`config.mk`:
```
export PLATFORM = sky130hd
export DESIGN_NAME = line_lock_mgr
export DESIGN_NICKNAME = d
export VERILOG_FILES = /design/src/rtl/line_lock_mgr.sv
export SDC_FILE = /design/constraint.sdc
export NUM_CORES = 1
export LEC_CHECK = 0
export BUFFER_PORTS_ARGS = -buffer_cell sky130_fd_sc_hd__buf_2
export CAP_MARGIN = 5
export CELL_PAD_IN_SITES_DETAIL_PLACEMENT = 1
export CELL_PAD_IN_SITES_GLOBAL_PLACEMENT = 1
export CORE_ASPECT_RATIO = 1.25
export CORE_MARGIN = 3
export CORE_UTILIZATION = 25
export CTS_CLUSTER_SIZE = 30
export DETAILED_ROUTE_END_ITERATION = 10
export GPL_TIMING_DRIVEN = 0
export PLACE_DENSITY_LB_ADDON = 0.1
export SETUP_SLACK_MARGIN = 0.5
export SLEW_MARGIN = 20
export SYNTH_ARGS = -nofsm -noshare
export SYNTH_HDL_FRONTEND = slang
export SYNTH_SLANG_ARGS = --single-unit
```
`constraint.sdc`:
```
create_clock -name clk -period 6.4 [get_ports clk]
set_input_delay 0.32 -clock clk [delete_from_list [all_inputs] [get_ports clk]]
set_output_delay 0.32 -clock clk [all_outputs]
set_load 0.02 [all_outputs]
```
`src/rtl/line_lock_mgr.sv`:
```
module line_lock_mgr #(
  parameter int WAYS   = 4,
  parameter int SETS   = 16,
  parameter int ADDR_W = 12,
  parameter int NWIN   = 2
) (
  input  logic                     clk,
  input  logic                     rst_n,
  input  logic                     req_valid,
  input  logic [2:0]               req_op,
  input  logic [ADDR_W-1:0]        req_addr,
  input  logic                     req_ct,
  input  logic                     req_instr,
  input  logic                     req_burst,
  input  logic                     req_wa,
  input  logic                     flash_clr,
  input  logic                     ovf_clr,
  input  logic                     gl_ilock,
  input  logic                     gl_dlock,
  input  logic [NWIN*ADDR_W-1:0]   win_base,
  input  logic [NWIN*ADDR_W-1:0]   win_limit,
  input  logic [NWIN-1:0]          win_lock,
  output logic                     rsp_valid,
  output logic                     rsp_hit,
  output logic                     rsp_alloc,
  output logic [$clog2(WAYS)-1:0]  rsp_way,
  output logic [1:0]               rsp_lock,
  output logic                     lock_ovf
);
  localparam int IDX_W = $clog2(SETS);
  localparam int TAG_W = ADDR_W - IDX_W;
  localparam int WAY_W = $clog2(WAYS);
  localparam logic [2:0] OP_TOUCH = 3'd0, OP_CLR = 3'd1, OP_SWR = 3'd2,
                         OP_FLUSH = 3'd3, OP_RDCLR = 3'd4;

  logic [TAG_W-1:0] tag_q [SETS][WAYS];
  logic [WAYS-1:0]  vld_q [SETS];
  logic [WAYS-1:0]  ilk_q [SETS];
  logic [WAYS-1:0]  dlk_q [SETS];
  logic [WAY_W-1:0] rr_q  [SETS];

  wire [IDX_W-1:0] idx = req_addr[IDX_W-1:0];
  wire [TAG_W-1:0] tg  = req_addr[ADDR_W-1:IDX_W];
  wire [WAYS-1:0]  lk  = ilk_q[idx] | dlk_q[idx];

  logic             hit, free, win_lk;
  logic [WAY_W-1:0] hw, vic, cand;

  always_comb begin
    hit = 1'b0;
    hw  = '0;
    for (int w = 0; w < WAYS; w++)
      if (!hit && vld_q[idx][w] && tag_q[idx][w] == tg) begin
        hit = 1'b1;
        hw  = WAY_W'(w);
      end
  end

  always_comb begin
    free = 1'b0;
    vic  = '0;
    cand = '0;
    for (int w = 0; w < WAYS; w++)
      if (!free && !vld_q[idx][w]) begin
        free = 1'b1;
        vic  = WAY_W'(w);
      end
    for (int k = 0; k < WAYS; k++) begin
      cand = rr_q[idx] + WAY_W'(k);
      if (!free && !lk[cand]) begin
        free = 1'b1;
        vic  = cand;
      end
    end
  end

  always_comb begin
    win_lk = 1'b0;
    for (int n = 0; n < NWIN; n++)
      if (win_lock[n] && req_addr >= win_base[n*ADDR_W +: ADDR_W]
                      && req_addr <= win_limit[n*ADDR_W +: ADDR_W])
        win_lk = 1'b1;
  end

  wire is_touch = req_op == OP_TOUCH;
  wire is_swr   = req_op == OP_SWR;
  wire act      = (is_touch && req_ct) || (is_swr && (win_lk || (req_burst && req_wa)));
  wire lk_i     = is_touch && req_instr;
  wire blocked  = is_touch && (req_instr ? gl_ilock : gl_dlock);
  wire try_alloc = req_valid && act && !hit && !blocked;
  wire do_alloc  = try_alloc && free;
  wire ovf_set   = try_alloc && !free;
  wire clr_hit   = hit && (req_op == OP_CLR || req_op == OP_FLUSH || req_op == OP_RDCLR);
  wire [1:0] new_bit = lk_i ? 2'b10 : 2'b01;
  wire [1:0] cur     = {ilk_q[idx][hw], dlk_q[idx][hw]};

  logic [1:0] nxt_lock;
  always_comb begin
    nxt_lock = 2'b00;
    if (hit)           nxt_lock = clr_hit ? 2'b00 : (act ? cur | new_bit : cur);
    else if (do_alloc) nxt_lock = new_bit;
  end

  always_ff @(posedge clk)
    if (do_alloc) tag_q[idx][vic] <= tg;

  always_ff @(posedge clk) begin
    if (!rst_n) begin
      for (int s = 0; s < SETS; s++) begin
        vld_q[s] <= '0;
        ilk_q[s] <= '0;
        dlk_q[s] <= '0;
        rr_q[s]  <= '0;
      end
      lock_ovf  <= 1'b0;
      rsp_valid <= 1'b0;
      rsp_hit   <= 1'b0;
      rsp_alloc <= 1'b0;
      rsp_way   <= '0;
      rsp_lock  <= '0;
    end else begin
      if (req_valid && hit) begin
        ilk_q[idx][hw] <= nxt_lock[1];
        dlk_q[idx][hw] <= nxt_lock[0];
        if (req_op == OP_FLUSH) vld_q[idx][hw] <= 1'b0;
      end else if (do_alloc) begin
        vld_q[idx][vic] <= 1'b1;
        ilk_q[idx][vic] <= nxt_lock[1];
        dlk_q[idx][vic] <= nxt_lock[0];
        rr_q[idx]       <= vic + 1'b1;
      end
      if (flash_clr)
        for (int s = 0; s < SETS; s++) begin
          ilk_q[s] <= '0;
          dlk_q[s] <= '0;
        end
      if (ovf_set)      lock_ovf <= 1'b1;
      else if (ovf_clr) lock_ovf <= 1'b0;
      rsp_valid <= req_valid;
      rsp_hit   <= req_valid && hit;
      rsp_alloc <= do_alloc;
      rsp_way   <= !req_valid ? '0 : hit ? hw : do_alloc ? vic : '0;
      rsp_lock  <= req_valid ? nxt_lock : 2'b00;
    end
  end
endmodule

```
==> flow_summary.yaml <==
die:
  pin_count: 84
  design.die.area_um2: 141000
  num_rows: 150
  die_y_um: 418
  die_boundary_width_um: 336
  floorplan.initialDensity_pct: 25.3
  floorplan.core_area_um2: 134000
global_routing:
  track_usage_pct: 19.9
  grt_pass1_vias: 23401
  global_route_wire_length_before_repair_um: 194000
  grt_antenna_before_repair: 1
  grt_overflow_total: 0
  grt_max_degree: 70
yosys:
  synth-edff-count: 736
  synth-seq-cells: 744
  synth_top_flop_cell: "edfxtp_1"
  synth.yosys.seq_area_share_pct: 65.4
  synthesis.area_um2: 34000
  synth_async_sr_flop_share_pct: 0
  postSynthCellCount: 2211
  synthDistinctLibCells: 73
  synth.avg_cell_area_um2: 15.4
  synth_warnings: 0
  synth_nets: 2339
routing:
  avgViaCountPerCell: 5.07
  detailed_route_wl_um: 140000
  drtAntennaViolNets: 0
  route.detailed.drc: 0
  wirelength_per_cell_um: 33.2
  detailroute.via_count: 21413
  initialDrtViolationCount: 1469
  drt_first_pass_iters: 5
sta:
  grt_setup_unrepaired: "true"
  finalSetupViolations: 0
  maxSlewViolCount: 0
  timing_worst_slew_pin_value_ps: 1240
  post-route-period-util_pct: 91.1
  timing_hold_violations_final: 0
  achievable-frequency_mhz: 171
  totalNegativeSetupSlack_ps: 0
  worst_case_headroom_to_the_max_slew_limit_pct: 17.1
  timing.clock.skew_ps: 32.6
  final_critical_delay_including_setup_and_external_delays_ps: 5830
cts:
  insertion_delay_ps: 700
  number_of_sinks_on_the_clock_net: 744
  cts_h_tree_depth: 3
  cts_root_buffer: "clkbuf_16"
  cts_made_buffers: 86
  cts_tree: "built"
  cts-root-to-sink-buffers: 3
  clkSlewWorstSetupHoldPaths_ps: 60
finish:
  antennaDiodeCount: 0
  multiInputGateArea_um2: 11000
  layout.cells.most_common_list: "edfxtp_1 (736), mux4_2 (155), nor3_1 (134)"
  finish.net_count: 2538
  final_common_cell: "edfxtp_1"
  area_growth_syn_to_layout_pct: 18.8
  drive_above_1_share_pct: 25.4
  final-seq-area_um2: 22300
  layout.cells.non_filler: 4225
  nFillCells: 14074
setup_path:
  regToRegSetupSlack_ps: 1060
  worstSetupPathType: "in2reg"
  critical_path_peak_fanout: 10
  end_kind: "register"
  worst_ep_arrival_time_ps: 6170
  timing.critical_path.required_ps: 6740
  startpoint_type: "input port"
placement:
  dp.final_hpwl_um: 99000
  post-place-cells: 4051
  placer_s_final_routability_congestion_estimate: 0.831
  place.port_buffers: 82
pwr:
  p_leak_nw: 13.2
  ir_worst_vdd_mv: 0.170
  total_power_draw_mw: 11.4
  power_per_cell_area_nw_per_um2: 282
run_status:
  result_of_the_run: "complete, no violations"
run:
  max_cap_violations: 0
worst_hold_path:
  worst_hold_path_type: "in2reg"
state kept, by name, indices dropped and copies added (netlist names), 2 cells and up:
signal / flops
dlk_q: 64
rr_q: 32
vld_q: 64
tag_q: 512
rsp_lock: 2
rsp_way: 2
ilk_q: 64
repair_timing:
action | 4_1_cts | 5_1_grt
pin swaps | 4 | 13
setup buffers | 4 | 13
resized for setup | 117 | 46
hold endpoints to repair | 1 | 0
hold buffers | 2 | 0
endpoints found under the setup margin | 950 | 570
gates cloned | 0 | 0
kinds of logic after synthesis:
family,count (synthesis),synth area share (%)
DFF,744,65.4
and+or+nand+nor,525,7.56
muxes,277,13.9
AOI/OAI and AO/OA,348,6.61
xor gates and xnor gates,36,0.927
buffers and inverters,229,3.63
adders and majority gates,52,1.91
critical path, stage by stage:
cell and delay, ps:
buf_2 160, buf_6 220, buf_8 210, buf_8 210, buf_8 260, buf_8 240, buf_6 280, buf_6 240
mux4_2 360, a22oi_2 360, nand2_2 190, a2111oi_0 400, a31oi_1 120, nor4b_1 360, a211oi_1 120, a31oi_2 320
inv_1 140, ha_1 330, a21oi_1 560, clkbuf_1 430, o21ai_0 260
synthesized netlist by cell type (11+ instances only):
| master | n | area, um^2 |
|---|---|---|
| a21oi_1 | 67 | 335 |
| a22o_1 | 12 | 105 |
| a22oi_1 | 29 | 218 |
| a31oi_1 | 11 | 68.8 |
| and3_1 | 33 | 206 |
| buf_2 | 34 | 170 |
| buf_4 | 15 | 113 |
| buf_6 | 23 | 259 |
| clkbuf_1 | 87 | 327 |
| edfxtp_1 | 736 | 22100 |
| ha_1 | 52 | 651 |
| inv_1 | 57 | 214 |
| mux2_2 | 21 | 236 |
| mux2i_1 | 99 | 991 |
| mux4_2 | 155 | 3490 |
| nand2_1 | 70 | 263 |
| nand2b_1 | 13 | 81.3 |
| nand3_1 | 16 | 80.1 |
| nand4_1 | 14 | 87.6 |
| nor2_1 | 174 | 653 |
| nor2b_1 | 14 | 87.6 |
| nor3_1 | 136 | 681 |
| nor3_2 | 19 | 190 |
| o21ai_0 | 127 | 636 |
| o22ai_1 | 12 | 75.1 |
| xnor2_1 | 26 | 228 |
through the flow:
| step | worst slack [ps] | hold slack [ps] | instance area, um^2 | utilization, % |
|---|---|---|---|---|
| floorplan | 1730 | 419 | 34000 | - |
| global placement | -2090 | 513 | 36600 | 27.3 |
| detailed placement | -2200 | 507 | 36900 | 27.5 |
| CTS | 462 | 1.95 | 40100 | 29.8 |
| global route | 436 | 36.1 | 40400 | 30.1 |
| finish | 568 | 55.2 | 40400 | 30.1 |
where the power goes:
| part | switching (mW) | internal (mW) | leakage [nW] |
|---|---|---|---|
| registers | 0.0191 | 5.41 | 7.06 |
| logic | 0.717 | 0.341 | 4.79 |
| clock network | 2.07 | 2.84 | 1.34 |
| total | 2.80 | 8.59 | 13.2 |
routing by layer:
| metal | share of wire [%] | track usage [%] |
|---|---|---|
| met5 | 0 | 0 |
| met4 | 3.3 | 5.96 |
| met2 | 53 | 37.1 |
| met3 | 3.1 | 2.06 |
| met1 | 40 | 24.1 |
layout make-up:
| type | instances | area share [%] |
|---|---|---|
| Multi-Input combinational cell | 1238 | 27.2 |
| Buffer | 172 | 2.66 |
| Clock inverter | 44 | 0.985 |
| Inverter | 57 | 0.529 |
| Sequential cell | 744 | 55.1 |
| Clock buffer | 111 | 5.77 |
| Timing Repair Buffer | 111 | 2.36 |
| Tap cell | 1748 | 5.41 |
final timing paths:
check	from	endpoint	depth (start not counted)
setup / recovery	req_addr[1]	ilk_q[4][0]	21
hold / removal	req_addr[4]	tag_q[6][0]	1
setup reg to reg	tag_q[11][6]	dlk_q[1][1]	12
hold reg to reg	lock_ovf	lock_ovf	3
Note: power is estimated with default switching activity, not from simulation.
